==> config.mk <==
export PLATFORM = sky130hd
export DESIGN_NAME = err_stat_bank
export DESIGN_NICKNAME = d
export VERILOG_FILES = /design/src/rtl/err_stat_pkg.sv /design/src/rtl/err_stat_ctrl.sv /design/src/rtl/err_stat_cnt.sv /design/src/rtl/err_stat_rdport.sv /design/src/rtl/err_stat_bank.sv
export SDC_FILE = /design/constraint.sdc
export NUM_CORES = 1
export LEC_CHECK = 0
export BUFFER_PORTS_ARGS = -buffer_cell sky130_fd_sc_hd__buf_2
export CAP_MARGIN = 20
export CORE_UTILIZATION = 55
export DETAILED_ROUTE_END_ITERATION = 7
export GPL_ROUTABILITY_DRIVEN = 1
export PLACE_DENSITY = 0.9
export SLEW_MARGIN = 10
export SYNTH_ARGS = -nofsm -noshare
export SYNTH_HDL_FRONTEND = slang
export SYNTH_SLANG_ARGS = --single-unit
==> constraint.sdc <==
create_clock -name clk -period 3.7 [get_ports clk]
set_input_delay 0.74 -clock clk [delete_from_list [all_inputs] [get_ports clk]]
set_output_delay 0.74 -clock clk [all_outputs]
set_load 0.05 [all_outputs]
==> src/rtl/err_stat_pkg.sv <==
package err_stat_pkg;
  localparam int NUM_CNT   = 7;
  localparam int CNT_W_MAX = 16;
  localparam int DATA_W    = 32;
  localparam int ADDR_W    = 3;

  // Per-counter width and warning-field width (counter k is event bit k).
  localparam int CNT_W  [NUM_CNT] = '{16, 8, 8, 8, 8, 4, 4};
  localparam int WARN_W [NUM_CNT] = '{ 8, 4, 4, 4, 4, 2, 2};

  // Control word bit positions.
  localparam int CTL_WARN = 0;
  localparam int CTL_FRZ  = 1;
  localparam int CTL_CLR  = 2;
  localparam int CTL_STEP = 3;
endpackage

==> src/rtl/err_stat_ctrl.sv <==
module err_stat_ctrl
  import err_stat_pkg::*;
#(
  parameter int DW = DATA_W
) (
  input  logic          clk,
  input  logic          rst_n,
  input  logic          wr_i,
  input  logic          frz_val_i,
  input  logic          clr_val_i,
  input  logic          step_val_i,
  input  logic          warn_i,
  output logic          freeze_o,
  output logic          clr_all_o,
  output logic          step_o,
  output logic [DW-1:0] ctrl_o
);
  logic freeze_q, freeze_d, freeze_en;

  always_comb begin
    freeze_en = wr_i;
    freeze_d  = frz_val_i;
  end

  always_ff @(posedge clk or negedge rst_n) begin
    if (!rst_n)         freeze_q <= 1'b1;
    else if (freeze_en) freeze_q <= freeze_d;
  end

  // Action bits act in the cycle of the write and are never stored.
  assign clr_all_o = wr_i & clr_val_i;
  assign step_o    = wr_i & step_val_i;
  assign freeze_o  = freeze_q;

  always_comb begin
    ctrl_o           = '0;
    ctrl_o[CTL_WARN] = warn_i;
    ctrl_o[CTL_FRZ]  = freeze_q;
  end


  frz_write_chk: assert property (@(posedge clk) disable iff (!rst_n)
    wr_i |=> freeze_o == $past(frz_val_i));

  frz_hold_chk: assert property (@(posedge clk) disable iff (!rst_n)
    !wr_i |=> $stable(freeze_o));
endmodule

==> src/rtl/err_stat_cnt.sv <==
module err_stat_cnt #(
  parameter int W  = 8,
  parameter int WW = 4
) (
  input  logic         clk,
  input  logic         rst_n,
  input  logic         evt_i,
  input  logic         freeze_i,
  input  logic         step_i,
  input  logic         clr_all_i,
  input  logic         rd_clr_i,
  output logic [W-1:0] cnt_o,
  output logic         warn_o
);
  localparam logic [W-1:0] MAX = {W{1'b1}};
  localparam logic [W-1:0] ONE = {{(W-1){1'b0}}, 1'b1};

  logic [W-1:0] cnt_q, cnt_d;
  logic         inc, cnt_en;

  assign inc    = step_i | (evt_i & ~freeze_i);
  assign cnt_en = clr_all_i | rd_clr_i | inc;

  always_comb begin
    cnt_d = cnt_q;
    if (clr_all_i)                 cnt_d = '0;
    else if (rd_clr_i)             cnt_d = inc ? ONE : '0;
    else if (inc && cnt_q != MAX)  cnt_d = cnt_q + ONE;
  end

  always_ff @(posedge clk or negedge rst_n) begin
    if (!rst_n)      cnt_q <= '0;
    else if (cnt_en) cnt_q <= cnt_d;
  end

  assign cnt_o  = cnt_q;
  assign warn_o = &cnt_q[W-1 -: WW];


  evt_inc_chk: assert property (@(posedge clk) disable iff (!rst_n)
    (evt_i && !freeze_i && !step_i && !clr_all_i && !rd_clr_i && cnt_q != MAX)
      |=> cnt_o == $past(cnt_q) + ONE);

  frz_drop_chk: assert property (@(posedge clk) disable iff (!rst_n)
    (freeze_i && !step_i && !clr_all_i && !rd_clr_i) |=> $stable(cnt_o));

  rd_clear_chk: assert property (@(posedge clk) disable iff (!rst_n)
    (rd_clr_i && !evt_i && !step_i && !clr_all_i) |=> cnt_o == '0);

  rd_evt_one_chk: assert property (@(posedge clk) disable iff (!rst_n)
    (rd_clr_i && evt_i && !freeze_i && !clr_all_i) |=> cnt_o == ONE);

  clr_all_chk: assert property (@(posedge clk) disable iff (!rst_n)
    clr_all_i |=> cnt_o == '0);

  no_wrap_chk: assert property (@(posedge clk) disable iff (!rst_n)
    (cnt_q == MAX && !clr_all_i && !rd_clr_i) |=> cnt_o == MAX);
endmodule

==> src/rtl/err_stat_rdport.sv <==
module err_stat_rdport
  import err_stat_pkg::*;
#(
  parameter int N  = NUM_CNT,
  parameter int CW = CNT_W_MAX,
  parameter int AW = ADDR_W,
  parameter int DW = DATA_W
) (
  input  logic            clk,
  input  logic            rst_n,
  input  logic            rd_i,
  input  logic [AW-1:0]   addr_i,
  input  logic [DW-1:0]   ctrl_i,
  input  logic [N*CW-1:0] cnt_flat_i,
  output logic [DW-1:0]   rdata_o
);
  logic [DW-1:0] rdata_q, rdata_d;

  always_comb begin
    rdata_d = '0;
    if (addr_i == '0) rdata_d = ctrl_i;
    for (int k = 0; k < N; k++) begin
      if (addr_i == AW'(k + 1)) rdata_d = DW'(cnt_flat_i[k*CW +: CW]);
    end
  end

  always_ff @(posedge clk or negedge rst_n) begin
    if (!rst_n)    rdata_q <= '0;
    else if (rd_i) rdata_q <= rdata_d;
  end

  assign rdata_o = rdata_q;


  rd_hold_chk: assert property (@(posedge clk) disable iff (!rst_n)
    !rd_i |=> $stable(rdata_o));
endmodule

==> src/rtl/err_stat_bank.sv <==
module err_stat_bank
  import err_stat_pkg::*;
#(
  parameter int DW = DATA_W,
  parameter int AW = ADDR_W
) (
  input  logic          clk,
  input  logic          rst_n,
  input  logic          bus_en_i,
  input  logic          bus_we_i,
  input  logic [AW-1:0] bus_addr_i,
  input  logic [DW-1:0] bus_wdata_i,
  output logic [DW-1:0] bus_rdata_o,
  input  logic [NUM_CNT-1:0] evt_i,
  output logic [DW-1:0] ctrl_o,
  output logic          warn_o
);
  localparam int N  = NUM_CNT;
  localparam int CW = CNT_W_MAX;

  logic            rd, wr_ctrl;
  logic            freeze, clr_all, step;
  logic [N-1:0]    warn_vec;
  logic [N*CW-1:0] cnt_flat;
  logic            unused_wdata;

  assign rd      = bus_en_i & ~bus_we_i;
  assign wr_ctrl = bus_en_i & bus_we_i & (bus_addr_i == '0);
  assign warn_o  = |warn_vec;
  assign unused_wdata = ^{bus_wdata_i[DW-1:CTL_STEP+1], bus_wdata_i[CTL_WARN]};

  err_stat_ctrl #(.DW(DW)) ctrl_i (
    .clk        (clk),
    .rst_n      (rst_n),
    .wr_i       (wr_ctrl),
    .frz_val_i  (bus_wdata_i[CTL_FRZ]),
    .clr_val_i  (bus_wdata_i[CTL_CLR]),
    .step_val_i (bus_wdata_i[CTL_STEP]),
    .warn_i     (warn_o),
    .freeze_o   (freeze),
    .clr_all_o  (clr_all),
    .step_o     (step),
    .ctrl_o     (ctrl_o)
  );

  for (genvar k = 0; k < N; k++) begin : g_cnt
    logic [CNT_W[k]-1:0] cnt_k;
    logic                rd_sel;

    assign rd_sel = rd & (bus_addr_i == AW'(k + 1));

    err_stat_cnt #(.W(CNT_W[k]), .WW(WARN_W[k])) cnt_i (
      .clk       (clk),
      .rst_n     (rst_n),
      .evt_i     (evt_i[k]),
      .freeze_i  (freeze),
      .step_i    (step),
      .clr_all_i (clr_all),
      .rd_clr_i  (rd_sel),
      .cnt_o     (cnt_k),
      .warn_o    (warn_vec[k])
    );

    assign cnt_flat[k*CW +: CW] = (CW)'(cnt_k);
  end

  err_stat_rdport #(.N(N), .CW(CW), .AW(AW), .DW(DW)) rdport_i (
    .clk        (clk),
    .rst_n      (rst_n),
    .rd_i       (rd),
    .addr_i     (bus_addr_i),
    .ctrl_i     (ctrl_o),
    .cnt_flat_i (cnt_flat),
    .rdata_o    (bus_rdata_o)
  );


  clr_warn_chk: assert property (@(posedge clk) disable iff (!rst_n)
    clr_all |=> !warn_o);

  ctrl_rd_chk: assert property (@(posedge clk) disable iff (!rst_n)
    (rd && bus_addr_i == '0) |=>
      (bus_rdata_o[DW-1:CTL_CLR] == '0 && bus_rdata_o[CTL_FRZ] == $past(freeze)));

  step_all_chk: assert property (@(posedge clk) disable iff (!rst_n)
    (step && !clr_all && !rd && g_cnt[5].cnt_k != 4'hF)
      |=> g_cnt[5].cnt_k == $past(g_cnt[5].cnt_k) + 4'd1);
endmodule

== Yosys cells after proc, flatten, opt, wreduce, memory -nomap -nowiden ==
Index checks and enable logic that the tools add are counted.

* Equality and inequality tests: 14
* Mux-type cells: 36
* $add $sub $neg: 7
* Reduce and logical (&&, ||, !) cells: 30
* Bitwise gates (word level): 42

{| class="wikitable"
|+ Operators by type and width
! cell !! number
|-
| 2-to-1 mux 32 bit || 7
|-
| 2-to-1 mux 8 bit || 12
|-
| 2-to-1 mux 16 bit || 3
|-
| adder 8 x 1 -> 8 bit (second input constant) || 4
|-
| != test 8 bit (second input constant) || 4
|-
| 2-to-1 mux 4 bit || 6
|-
| bitwise OR 1 bit || 21
|-
| nonzero test 3 bit || 7
|-
| bitwise AND 1 bit || 19
|-
| AND reduction 2 bit || 9
|-
| adder 16 x 1 -> 16 bit (second input constant) || 1
|-
| != test 16 bit (second input constant) || 1
|-
| AND reduction 4 bit || 4
|-
| equality test 3 bit (second input constant) || 4
|-
| adder 4 x 1 -> 4 bit (second input constant) || 2
|-
| != test 4 bit (second input constant) || 2
|-
| AND reduction 8 bit || 1
|-
| logical AND 1 bit || 7
|-
| 2-to-1 mux 1 bit || 7
|-
| OR reduction 7 bit || 1
|-
| equality test 3 x 2 -> 1 bit (second input constant) || 2
|-
| equality test 3 x 1 -> 1 bit (second input constant) || 1
|-
| zero test 3 bit || 1
|-
| 2-to-1 mux 2 bit || 1
|-
| NOT 1 bit || 2
|}

* Bits in registers: 89
* Input bits: 46
* Word-level logic and storage cells: 138
* Output and inout bits: 65

== Logic depth before layout (Yosys ltp) ==
Gate-level depths: netlist of the first run.

* Depth after elaboration: 10
* Depth in mapped cells: 7
* Mapped depth without buffers: 6

== By module ==
From an unflattened synthesis of the first run, not the netlist that was laid out.

* Cells, all modules: 712
* Area, all modules: 6153.4 µm²

{| class="wikitable"
|+ Modules (own cells, without submodules)
! module !! cells each !! sequential area each (µm²) !! instances !! area an instance (µm²)
|-
| err_stat_rdport || 314 || 800.8 || 1 || 2492.4
|-
| err_stat_cnt (g_cnt[1].cnt_i ...) || 49 || 200.2 || 4 || 447.9
|-
| err_stat_cnt (g_cnt[0].cnt_i) || 102 || 400.4 || 1 || 1001.0
|-
| err_stat_cnt (g_cnt[5].cnt_i ...) || 22 || 100.1 || 2 || 236.5
|-
| err_stat_ctrl || 37 || 26.3 || 1 || 300.3
|-
| err_stat_bank || 19 || 0.0 || 1 || 95.1
|}

== Worst setup path before layout of the first run ==
No wires, ideal clock.

* Path kind: reg2out
* From: reg g_cnt[0].cnt_i.cnt_q[11]
* To: out ctrl_o[0]
* Arrival: 2.183 ns
* Path buffers: 3
* Path slack: 0.777 ns
* Stages on the path, launching flop included: 8
* Required time: 2.960 ns
* Cell sequence: dfrtp_1 > and3_1 > and4_1 > buf_4 > buf_6 > nor2_1 > o2111ai_1 > buf_4

* Longest elaborated chain between the ends: 2

{| class="wikitable"
|+ Ends and longest elaborated chain
! item !! line !! RTL
|-
| from (decl) || err_stat_cnt.sv:18 || <nowiki>logic [W-1:0] cnt_q, cnt_d;</nowiki>
|-
| from (signal assigned) || err_stat_cnt.sv:33 || <nowiki>else if (cnt_en) cnt_q <= cnt_d;</nowiki>
|-
| AND reduction 8 bit || err_stat_cnt.sv:37 || <nowiki>assign warn_o = &cnt_q[W-1 -: WW];</nowiki>
|-
| OR reduction 7 bit || err_stat_bank.sv:29 || <nowiki>assign warn_o = |warn_vec;</nowiki>
|-
| to (decl) || err_stat_bank.sv:15 || <nowiki>output logic [DW-1:0] ctrl_o,</nowiki>
|}

Every way passes these cells.

== Worst setup path after layout of the first run ==
* From: reg g_cnt[0].cnt_i.cnt_q[8]
* To: out ctrl_o[0]

The elaborated chain is that of the path after synthesis.

==> qor.txt, run 1 <==
FINISH
-------------------------------------------------------------------------------------------------
Area used by sequential logic in the layout                                             1830 um^2
Fraction of final layout cells with drive strength greater than 1                           16.5%
Most used cells in the layout excluding fill and tap cells                           dfrtp_1, nor2_1, conb_1
N_diodes                                                                                        0
Area growth syn-to-layout                                                                   4.60%
Most common library cell in the layout ignoring fill and taps                             dfrtp_1
Combined area of the multi-input logic cells                                            2620 um^2
Net count reported at finish                                                                  587
Number of filler cells placed in the layout                                                   689
Post-route non-filler standard cell count                                                     644

GLOBAL ROUTING
-------------------------------------------------------------------------------------------------
First-pass GRT wire length                                                               17600 um
Maximum number of pins on one net before global-route repair                                   40
Initial antenna violation count                                                                 0
Tot GR Track Use                                                                            25.0%
Overflow left after global routing                                                              0
Via count of the first global-routing pass                                                   3665

DETAILED ROUTING
-------------------------------------------------------------------------------------------------
Avg WL per Cell                                                                           16.4 um
Initial DRC count                                                                             355
Total wire length after detailed routing                                                 10600 um
Antenna Violating Nets Remaining                                                                0
Via Count                                                                                    3915
Residual DRC                                                                                    0
Average via count per standard cell                                                          6.08
Number of detailed-route iterations in the first pass                                           6

CRITICAL PATH
-------------------------------------------------------------------------------------------------
Startpoint-to-endpoint class of the critical path                                         reg2out
Required time reported for the critical path endpoint                                     2.96 ns
Endpoint arrival time on the critical path                                                2.16 ns
CP Launch Point                                                                      g_cnt[0].cnt_i.cnt_o[8]$_DFFE_PN0P_
Kind of start point of the critical path                                                     flop
Endpoint kind of the worst setup timing path                                         primary output
Worst-case reg-to-reg path depth                                                                5
Maximum fanout encountered on the critical timing path                                         15
R2R Path Start                                                                       ctrl_i.freeze_o$_DFFE_PN1P_

LOGIC SYNTHESIS
-------------------------------------------------------------------------------------------------
Mean Syn Cell Area                                                                      9.45 um^2
Cell count after synthesis                                                                    507
EDFF count, synth                                                                               0
Proportion of netlist area held by the largest area contributor                             37.6%
Share of async-settable or async-resettable flops after synthesis                            100%
Yosys top cell by area                                                                    dfrtp_1
Yosys warnings                                                                                  0
Synthesis-stage register bit count                                                             73
Leading register cell type out of synthesis                                               dfrtp_1
Summed instance area of the synthesized netlist                                         4790 um^2
Top cells by area, synth                                                             dfrtp_1, buf_4, xnor2_1
Sequential fraction of the synthesis area                                                   38.2%
Number of distinct library cell variants in the gate-level netlist after synthesis             62

TIMING
-------------------------------------------------------------------------------------------------
RSZ-0062 raised after global routing                                                           no
Slew @ Worst Pin                                                                         0.856 ns
Total Negative Setup Slacks                                                                  0 ns
Setup-violating endpoint count in the final report                                              0
Tightest hold margin                                                                     0.414 ns
Final period utilization                                                                    78.4%
Fin worst setup slack                                                                    0.800 ns
Remaining max-slew budget at the tightest pin                                               42.8%
Fmax                                                                                    0.345 GHz
Final Hold Vio Count                                                                            0
Final clock skew                                                                        0.0131 ns
Final Critical Period                                                                     2.90 ns
Fin. max-slew vios                                                                              0

CLOCK NETWORK
-------------------------------------------------------------------------------------------------
Clock-pin slew on the worst setup and hold paths                                          0.08 ns
Post-CTS Setup Repair Bufs                                                                      0
Clock buffer count from CTS                                                                     9
CTS Buffer Depth                                                                                2
Hold Buf Count CTS                                                                              0
Total number of clock tree sinks                                                               73
Source-to-sink clock delay at the later pin of the worst-skew pair                        0.36 ns
Cells resized by post-CTS repair                                                                0
CTS tree                                                                                    built
Number of H-tree levels                                                                         3
Root buffer cell                                                                         clkbuf_8

FLOORPLANNING
-------------------------------------------------------------------------------------------------
Count of boundary I/O pins                                                                    111
Initial Util                                                                                57.4%
Die ar.                                                                                 9090 um^2
Floorplan die height                                                                      95.3 um
Core Box Area                                                                           8340 um^2
DIE WIDTH                                                                                 95.3 um
Std cell rows                                                                                  33

PLACE
-------------------------------------------------------------------------------------------------
Routability cong.                                                                           0.898
Half-perimeter wire length after placement                                                7490 um
Number of buffers inserted by port buffering                                                   35
DP Cell Count                                                                                 628
Pre-CTS setup slack                                                                      0.842 ns

POWER
-------------------------------------------------------------------------------------------------
Reported leakage power                                                                    2.15 nW
Sequential share of power                                                                   45.5%
Cell-internal power                                                                       1.71 mW
Net Switching                                                                             1.25 mW
Total power per unit cell area                                                        591 nW/um^2
IR Drop Worst-Case VDD                                                                   0.236 mV
Gate power share                                                                            33.0%
Portion of total power attributed to the clock network                                      21.5%
Switching power as a share of total power                                                   42.1%

JOB
-------------------------------------------------------------------------------------------------
Number of max-cap violations                                                                    0

MIN PATH
-------------------------------------------------------------------------------------------------
Min-Delay Path Class                                                                     in2async

OUTCOME
-------------------------------------------------------------------------------------------------
Run status                                                                           complete, no violations

## stage by stage
step                instance area (um^2)  util [%]  power, mW
CTS                                 5010      60.1       2.95
finish                              5010      60.1       2.96
floorplan                           4960         -       2.10
global route                        5010      60.1       3.14
detailed placement                  4810      57.7       2.31
global placement                    4810      57.7       2.25
## sequential cells by signal, summed over array words and instances, names as in the netlist
name and flops:
rdport_i.rdata_o 16, g_cnt.cnt_i.cnt_o 56, ctrl_i.freeze_o 1
## power groups by stage
stage | logic, mW | clock network [mW] | registers, mW
6_report | 0.977 | 0.636 | 1.35
3_3_place_gp | 0.926 | 0 | 1.32
2_1_floorplan | 0.795 | 0 | 1.31
4_1_cts | 0.974 | 0.641 | 1.33
3_5_place_dp | 0.969 | 0 | 1.35
5_1_grt | 1.08 | 0.678 | 1.38
## path summary, 6_finish.rpt
kind / endpoint / slack [ns]
max: ctrl_o[0] / 0.80
min in group clk: rdport_i.rdata_o[15]$_DFFE_PN0P_ / 0.50
min reg2reg: rdport_i.rdata_o[15]$_DFFE_PN0P_ / 0.50
min: g_cnt[6].cnt_i.cnt_o[2]$_DFFE_PN0P_ / 0.41
max in group asynchronous: g_cnt[4].cnt_i.cnt_o[0]$_DFFE_PN0P_ / 2.90
max reg2reg: g_cnt[0].cnt_i.cnt_o[3]$_DFFE_PN0P_ / 1.78
## cells in the mapped netlist (all sizes together) (2+ instances only)
cell type / count
a31o: 2
nor2: 55
a211oi: 12
a21oi: 19
xor2: 10
nor3b: 7
a221oi: 2
nor4: 5
o21ai: 21
a222oi: 4
and4: 7
o211ai: 4
and3b: 2
nand4: 14
nor3: 12
buf: 60
nand3: 26
and3: 6
a22o: 8
nor2b: 12
mux2i: 11
mux2: 4
a22oi: 3
a2bb2oi: 2
nand3b: 4
o22ai: 4
clkbuf: 9
dfrtp: 72
ha: 7
xnor2: 34
inv: 5
nand2b: 5
a221o: 2
nand2: 41
a2111oi: 3
## cell families after synthesis
| logic type | Yosys count | synth area share [%] |
|---|---|---|
| flip-flops | 73 | 38.2 |
| AND/OR/NAND/NOR | 200 | 22.3 |
| other | 1 | 0.0783 |
| adder cells (fa/ha/maj) | 7 | 1.83 |
| XOR/XNOR | 44 | 8.04 |
| AO/OA/AOI/OAI | 93 | 15.7 |
| buffers and inverters | 74 | 10.6 |
| multiplexers | 15 | 3.24 |
## final cells by class
class	instances	share of cell area [%]
tap	105	2.62
clock buffer	11	2.82
multi-input combinational	405	52.3
sequential	73	36.5
clock inverter	5	1.12
timing repair buffer	40	4.24
inverter	5	0.375
## worst max-delay path: stages, from the launching register on
cell and delay [ns]:
dfrtp_1 0.46, and3_4 0.26, and4_1 0.20, buf_4 0.28, nor2_1 0.12, o2111ai_1 0.15, buf_2 0.33
## routing by layer
metal	part of all wire [%]	vias up	wire (um)	GRT usage [%]
met1	43	1913	4490	33.0
met3	7.7	33	810	6.14
met4	2.4	0	249	7.58
met5	0	-	0	0
met2	47	188	5010	40.2
li1	-	1781	-	-
(Power assumes the default switching activity.)
==> run 2, diff against run 1 <==
Settings changed: ABC_AREA set to 1, CORE_UTILIZATION 55 to 54, PLACE_DENSITY 0.9 to 0.89.
Clock period 3.7 ns to 2.7 ns, I/O delays scaled along.
==> run 2 against run 1 <==
- critical path depth down 1
- final cell count is 18% higher
- clock-buffer cell count down 2
- worst hold slack got worse by 0.34 ns
- sequential share of layout area increased by 0.34 points
- clock power up 50%
- wire length grew 2.1%
- utilization is essentially flat
- critical path type unchanged
- critical endpoint is now warn_o
==> qor.txt, run 2 <==
CLOCK NETWORK
-------------------------------------------------------------------------------------------------
CTS tree                                                                                    built
Number of H-tree levels                                                                         3   unchanged
Clock buffer count from CTS                                                                     9   unchanged
Clock-pin slew on the worst setup and hold paths                                          0.08 ns   about the same
CTS Buffer Depth                                                                                2   unchanged
Total number of clock tree sinks                                                               73   unchanged
Cells resized by post-CTS repair                                                                0   unchanged
Root buffer cell                                                                         clkbuf_8
Post-CTS Setup Repair Bufs                                                                      0   unchanged
Source-to-sink clock delay at the later pin of the worst-skew pair                        0.36 ns   about the same
Hold Buf Count CTS                                                                              0   unchanged

FINISH
-------------------------------------------------------------------------------------------------
Most used cells in the layout excluding fill and tap cells                           nand2_1, inv_1, dfrtp_1
Net count reported at finish                                                                  700   +19%
N_diodes                                                                                        0   unchanged
Number of flip-flops in the largest register                                                   56   unchanged
Post-route core utilization                                                                 60.1%   about the same
Area growth syn-to-layout                                                                   7.30%
Most common library cell in the layout ignoring fill and taps                             nand2_1
Fraction of final layout cells with drive strength greater than 1                           14.9%   -1.6 points

DETAILED ROUTING
-------------------------------------------------------------------------------------------------
Total wire length after detailed routing                                                 10800 um   +2.1%
Initial DRC count                                                                             327   -7.9%
Number of detailed-route iterations in the first pass                                           6   unchanged
Avg WL per Cell                                                                           14.2 um   -13%
Antenna Violating Nets Remaining                                                                0   unchanged
Average via count per standard cell                                                          5.45   -10%
Via Count                                                                                    4128   +5.4%
Residual DRC                                                                                    0   unchanged

CRITICAL PATH
-------------------------------------------------------------------------------------------------
Endpoint kind of the worst setup timing path                                         primary output
Slowest library cell on the worst path                                                    dfrtp_1
Kind of start point of the critical path                                                     flop
Crit path cell chain                                                                 nand2_1, nor2_1, a21oi_1, nand2_1, buf_2
Endpoint arrival time on the critical path                                                1.75 ns   -0.41 ns
Worst-case reg-to-reg path depth                                                               11   +6
CP dominant cell by count                                                                 nand2_1
Worst Path Buf+Inv                                                                              1   -1
Register-to-register setup slack                                                          0.65 ns   -1.13 ns
Maximum single-stage delay on the critical path                                           0.40 ns   -0.06 ns
R2R Path Start                                                                       g_cnt[0].cnt_i.cnt_o[0]$_DFFE_PN0P_
Maximum fanout encountered on the critical timing path                                          5   -10
Startpoint-to-endpoint class of the critical path                                         reg2out
Logic depth of the worst path, buffers included                                                 5   -1
Family with the most delay on the worst path                                         simple AND/OR/NAND/NOR gates
Required time reported for the critical path endpoint                                     2.16 ns   -0.80 ns
Reg2reg end                                                                          g_cnt[0].cnt_i.cnt_o[10]$_DFFE_PN0P_

LOGIC SYNTHESIS
-------------------------------------------------------------------------------------------------
Sequential fraction of the synthesis area                                                   39.5%   +1.4 points
Area share of xor/xnor cells in the synthesized design                                      1.51%   -6.5 points
Summed instance area of the synthesized netlist                                         4630 um^2   -3.4%
Top-count cell post-synth                                                                 nand2_1
Mean Syn Cell Area                                                                      7.66 um^2   -19%
Share of async-settable or async-resettable flops after synthesis                            100%   unchanged
Post-synthesis share of cell area spent on and, or, nand and nor gates                      24.9%   +2.5 points
Cell count after synthesis                                                                    604   +19%
Proportion of netlist area held by the largest area contributor                             38.9%   +1.3 points
Leading register cell type out of synthesis                                               dfrtp_1
Synth Area in Adders                                                                        1.89%   +0.065 points
Yosys warnings                                                                                  0   unchanged
Most instantiated cells after synthesis                                              nand2_1, inv_1, dfrtp_1
Main combinational cell family by area after synthesis                               simple AND/OR/NAND/NOR gates
Fraction of synthesized area in multiplexers                                                   0%   -3.2 points
Number of distinct library cell variants in the gate-level netlist after synthesis             41   -34%
Yosys top cell by area                                                                    dfrtp_1
EDFF count, synth                                                                               0   unchanged
Top cells by area, synth                                                             dfrtp_1, nand2_1, buf_4
Synthesis-stage register bit count                                                             73   unchanged
Compound-Gate Fraction of Synth Area                                                        16.8%   +1.0 points

TIMING
-------------------------------------------------------------------------------------------------
Fin. max-slew vios                                                                              0   unchanged
Final Hold Vio Count                                                                            0   unchanged
Fmax                                                                                    0.437 GHz
Total Negative Setup Slacks                                                                  0 ns   unchanged
Setup-violating endpoint count in the final report                                              0   unchanged
Final clock skew                                                                        0.0118 ns   -0.00129 ns
RSZ-0062 raised after global routing                                                           no
Final Critical Period                                                                     2.29 ns
Final period utilization                                                                    84.8%

FLOORPLANNING
-------------------------------------------------------------------------------------------------
Initial Util                                                                                56.0%   -1.4 points
Die ar.                                                                                 8940 um^2   -1.6%
Core Box Area                                                                           8260 um^2   -0.99%
DIE WIDTH                                                                                 94.6 um   -0.80%
Std cell rows                                                                                  33   unchanged
Floorplan die height                                                                      94.6 um   -0.80%
Count of boundary I/O pins                                                                    111   unchanged

JOB
-------------------------------------------------------------------------------------------------
Number of max-cap violations                                                                    0   unchanged

GLOBAL ROUTING
-------------------------------------------------------------------------------------------------
Via count of the first global-routing pass                                                   3784   +3.2%
Maximum number of pins on one net before global-route repair                                   27   -33%
First-pass GRT wire length                                                               17300 um   -1.6%
Overflow left after global routing                                                              0   unchanged
Tot GR Track Use                                                                            25.2%   +0.25 points
Initial antenna violation count                                                                 0   unchanged

PLACE
-------------------------------------------------------------------------------------------------
Half-perimeter wire length after placement                                                7800 um   +4.1%
Routability cong.                                                                           0.929   +3.4%
Number of buffers inserted by port buffering                                                   35   unchanged

POWER
-------------------------------------------------------------------------------------------------
Reported leakage power                                                                    2.53 nW   +18%
IR Drop Worst-Case VDD                                                                   0.561 mV   +140%
Total power per unit cell area                                                        882 nW/um^2   +49%
Post-route total power                                                                    4.38 mW   +48%

MIN PATH
-------------------------------------------------------------------------------------------------
Min-Delay Path Class                                                                     in2async

OUTCOME
-------------------------------------------------------------------------------------------------
Run status                                                                           complete, no violations

==> run 2: cell count changes after synthesis, moves of 7 or more <==
cell     delta
inv_1      +68
nand2_1    +60
o21ai_0    +36
xnor2_1    -34
a21oi_1    +26
nor2b_1    -12
mux2i_1    -11
inv_2       +7
==> run 2: per-layer routing <==
| metal | wire [um] | track usage [%] |
|---|---|---|
| met1 | 4690 | 33.2 |
| met2 | 5080 | 40.0 |
| met3 | 673 | 4.91 |
| met4 | 328 | 11.7 |
| met5 | 0 | 0 |
==> run 2: through the flow <==
step           hold slack, ns  worst slack (ns)  instances  cell area [um^2]
6_report               0.0750             0.411        757              4960
2_1_floorplan           0.244             0.742        649              4800
3_3_place_gp            0.447             0.510        741              4750
4_1_cts                0.0729             0.409        757              4960
3_5_place_dp            0.450             0.451        741              4750
5_1_grt                0.0799             0.325        757              4960
==> run 2: kinds of logic after synthesis <==
logic type | count (synthesis)
flops | 73
simple gates | 241
fa+ha+maj | 7
compound gates | 138
xor+xnor | 8
other cells | 1
buf+inv | 136
==> run 2: area by class of cell <==
| class | count | area [um^2] |
|---|---|---|
| clock buffers | 9 | 124 |
| clock inverters | 7 | 95.1 |
| fillers | 706 | 3290 |
| inverters | 82 | 310 |
| multi-input cells | 440 | 2260 |
| flip-flops and latches | 73 | 1830 |
| well taps | 105 | 131 |
| repair buffers | 41 | 220 |
==> run 2: power breakdown <==
group          switching [mW]  leakage, nW  internal [mW]
Combinational            1.17         1.50          0.482
Clock                   0.434        0.109          0.520
Sequential              0.324        0.930           1.44
Total                    1.93         2.53           2.44
==> run 2: worst max-delay path by stage <==
stage | from | end
global placement | bus_en_i | g_cnt[0].cnt_i.cnt_o[10]$_DFFE_PN0P_
floorplan | g_cnt[0].cnt_i.cnt_o[8]$_DFFE_PN0P_ | ctrl_o[0]
CTS | g_cnt[0].cnt_i.cnt_o[8]$_DFFE_PN0P_ | warn_o
global route | g_cnt[0].cnt_i.cnt_o[8]$_DFFE_PN0P_ | warn_o
finish | g_cnt[0].cnt_i.cnt_o[8]$_DFFE_PN0P_ | warn_o
detailed placement | bus_en_i | g_cnt[0].cnt_i.cnt_o[10]$_DFFE_PN0P_
==> run 3, diff against run 2 <==
Settings changed: CORE_UTILIZATION 54 to 49, PLACE_DENSITY 0.89 to 0.86.
Clock period 2.7 ns to 2.1 ns, I/O delays scaled along.
==> run 3 against run 2 <==
- design area rose by 2.1%
- first-iteration DRC count fell by 13%
- clock-buffer cell count did not move
- critical path type unchanged
- critical endpoint unchanged
- largest cell class unchanged
==> qor.txt, run 3 (synthesis gave the netlist of run 2 again) <==
FLOORPLANNING
---------------------------------------------------------------------------------
DIE WIDTH                                                                 99.2 um   +4.9%
Floorplan die height                                                      99.2 um   +4.9%
Die ar.                                                                 9840 um^2   +10%
Core Box Area                                                           9200 um^2   +11%
Count of boundary I/O pins                                                    111   unchanged
Std cell rows                                                                  35   +6.1%
Initial Util                                                                50.3%   -5.7 points

FINISH
---------------------------------------------------------------------------------
Fraction of final layout cells with drive strength greater than 1           15.6%   +0.70 points
Post-route core utilization                                                 55.1%   -5.0 points
Most used cells in the layout excluding fill and tap cells           nand2_1, inv_1, dfrtp_1
Area growth syn-to-layout                                                   9.52%
Net count reported at finish                                                  703   +0.43%
Number of flip-flops in the largest register                                   56   unchanged
Most common library cell in the layout ignoring fill and taps             nand2_1
N_diodes                                                                        0   unchanged

CLOCK NETWORK
---------------------------------------------------------------------------------
CTS Buffer Depth                                                                2   unchanged
Hold Buf Count CTS                                                              0   unchanged
Post-CTS Setup Repair Bufs                                                      0   unchanged
CTS tree                                                                    built
Root buffer cell                                                         clkbuf_8
Clock buffer count from CTS                                                     9   unchanged
Number of H-tree levels                                                         3   unchanged
Source-to-sink clock delay at the later pin of the worst-skew pair        0.35 ns   about the same
Clock-pin slew on the worst setup and hold paths                          0.09 ns   about the same
Total number of clock tree sinks                                               73   unchanged

DETAILED ROUTING
---------------------------------------------------------------------------------
Number of detailed-route iterations in the first pass                           5   -1
Residual DRC                                                                    0   unchanged
Initial DRC count                                                             283   -13%
Via Count                                                                    4149   +0.51%
Average via count per standard cell                                          5.42   -0.67%
Antenna Violating Nets Remaining                                                0   unchanged
Total wire length after detailed routing                                 10400 um   -3.3%
Avg WL per Cell                                                           13.6 um   -4.4%

CRITICAL PATH
---------------------------------------------------------------------------------
Required time reported for the critical path endpoint                     1.68 ns   -0.48 ns
Worst-case reg-to-reg path depth                                                8   -3
Maximum fanout encountered on the critical timing path                          5   unchanged
Startpoint-to-endpoint class of the critical path                         reg2out
Kind of start point of the critical path                                     flop
Endpoint arrival time on the critical path                                1.62 ns   -0.13 ns
Register-to-register setup slack                                          0.21 ns   -0.44 ns
Reg2reg end                                                          g_cnt[1].cnt_i.cnt_o[2]$_DFFE_PN0P_
R2R Path Start                                                       g_cnt[1].cnt_i.cnt_o[0]$_DFFE_PN0P_
Endpoint kind of the worst setup timing path                         primary output

POWER
---------------------------------------------------------------------------------
Total power per unit cell area                                       1130 nW/um^2   +29%
Post-route total power                                                    5.75 mW   +31%
IR Drop Worst-Case VDD                                                   0.405 mV   -28%
Reported leakage power                                                    2.57 nW   +1.6%

GLOBAL ROUTING
---------------------------------------------------------------------------------
Initial antenna violation count                                                 0   unchanged
Global routing usage on met1                                                27.6%   -5.6 points
GR Util met2                                                                38.2%   -1.8 points
Busiest layer in global routing                                              met2
Via count of the first global-routing pass                                   3811   +0.71%
Maximum number of pins on one net before global-route repair                   29   +7.4%
Met3 track demand over resource                                             3.30%   -1.6 points
Tot GR Track Use                                                            22.3%   -2.9 points
Overflow left after global routing                                              0   unchanged
First-pass GRT wire length                                               17300 um   +0.28%

MIN PATH
---------------------------------------------------------------------------------
Min-Delay Path Class                                                     in2async

TIMING
---------------------------------------------------------------------------------
Final clock skew                                                       0.00869 ns   -0.00313 ns
Remaining max-slew budget at the tightest pin                               55.2%
Final Critical Period                                                     2.04 ns
Tightest hold margin                                                    0.0903 ns   +0.0152 ns
RSZ-0062 raised after global routing                                          yes
Slew @ Worst Pin                                                         0.672 ns
Fmax                                                                    0.491 GHz
Setup-violating endpoint count in the final report                              0   unchanged
Final Hold Vio Count                                                            0   unchanged
Final period utilization                                                    96.9%
Fin. max-slew vios                                                              0   unchanged
Fin worst setup slack                                                   0.0647 ns   -0.347 ns

JOB
---------------------------------------------------------------------------------
Number of max-cap violations                                                    0   unchanged

OUTCOME
---------------------------------------------------------------------------------
Run status                                                           complete, no violations

PLACE
---------------------------------------------------------------------------------
Routability cong.                                                           0.959   +3.2%
Half-perimeter wire length after placement                                7730 um   -0.90%
Pre-CTS setup slack                                                      0.176 ns   -0.275 ns
Number of buffers inserted by port buffering                                   35   unchanged

## run 3: changes by cell type in the layout (fill, tap and decap cells not counted), sizes merged
| cell | change |
|---|---|
| clkinv | -3 |
| buf | +1 |
| clkbuf | +2 |
| inv | +3 |
| bufinv | +1 |
| clkinvlp | -1 |
## run 3: timing repair
| item | in CTS | in global routing |
|---|---|---|
| setup endpoints to repair | 2 | 6 |
| resized for setup | 0 | 5 |
| pin swaps | 0 | 0 |
## run 3: final cells by class
type / instances / area [um^2]
Timing Repair Buffer: 44 / 273
Inverter: 82 / 310
Sequential cell: 73 / 1830
Fill cell: 785 / 4130
Tap cell: 111 / 139
Multi-Input combinational cell: 440 / 2270
Clock inverter: 7 / 125
Clock buffer: 9 / 124
## run 3: critical path, stage by stage (launching register included)
cell and delay, ns:
dfrtp_1 0.40, nand2_1 0.15, nor2_2 0.20, a21oi_1 0.11
nand2_1 0.14, clkbuf_4 0.25
## run 3: power by group
| part | switching (mW) | total [mW] | internal, mW |
|---|---|---|---|
| clock network | 0.568 | 1.37 | 0.804 |
| logic | 1.48 | 2.13 | 0.647 |
| registers | 0.398 | 2.25 | 1.85 |
## run 3: metal layers
layer	vias up	wire, um
li1	1989	-
met1	1942	4440
met2	192	5070
met3	26	640
met4	0	281
met5	-	0
## run 3: how the worst max path moves through the flow
| stage | start | end | slack, ns | cells after the start |
|---|---|---|---|---|
| after floorplan | g_cnt[0].cnt_i.cnt_o[8]$_DFFE_PN0P_ | ctrl_o[0] | 0.26 | 5 |
| after global placement | bus_addr_i[0] | g_cnt[0].cnt_i.cnt_o[10]$_DFFE_PN0P_ | 0.22 | 11 |
| after detailed placement | bus_addr_i[0] | g_cnt[0].cnt_i.cnt_o[10]$_DFFE_PN0P_ | 0.18 | 11 |
| after CTS | g_cnt[0].cnt_i.cnt_o[8]$_DFFE_PN0P_ | warn_o | -0.03 | 5 |
| after global routing | g_cnt[0].cnt_i.cnt_o[8]$_DFFE_PN0P_ | ctrl_o[0] | -0.03 | 5 |
| final | g_cnt[0].cnt_i.cnt_o[8]$_DFFE_PN0P_ | warn_o | 0.06 | 5 |
## run 3: stage by stage
stage	instance area (um^2)	TNS, ns	instances
after floorplan	4800	0	649
after global placement	4800	0	750
after detailed placement	4800	0	750
after CTS	5050	-0.0574	766
after global routing	5070	-0.0501	766
final	5070	0	766
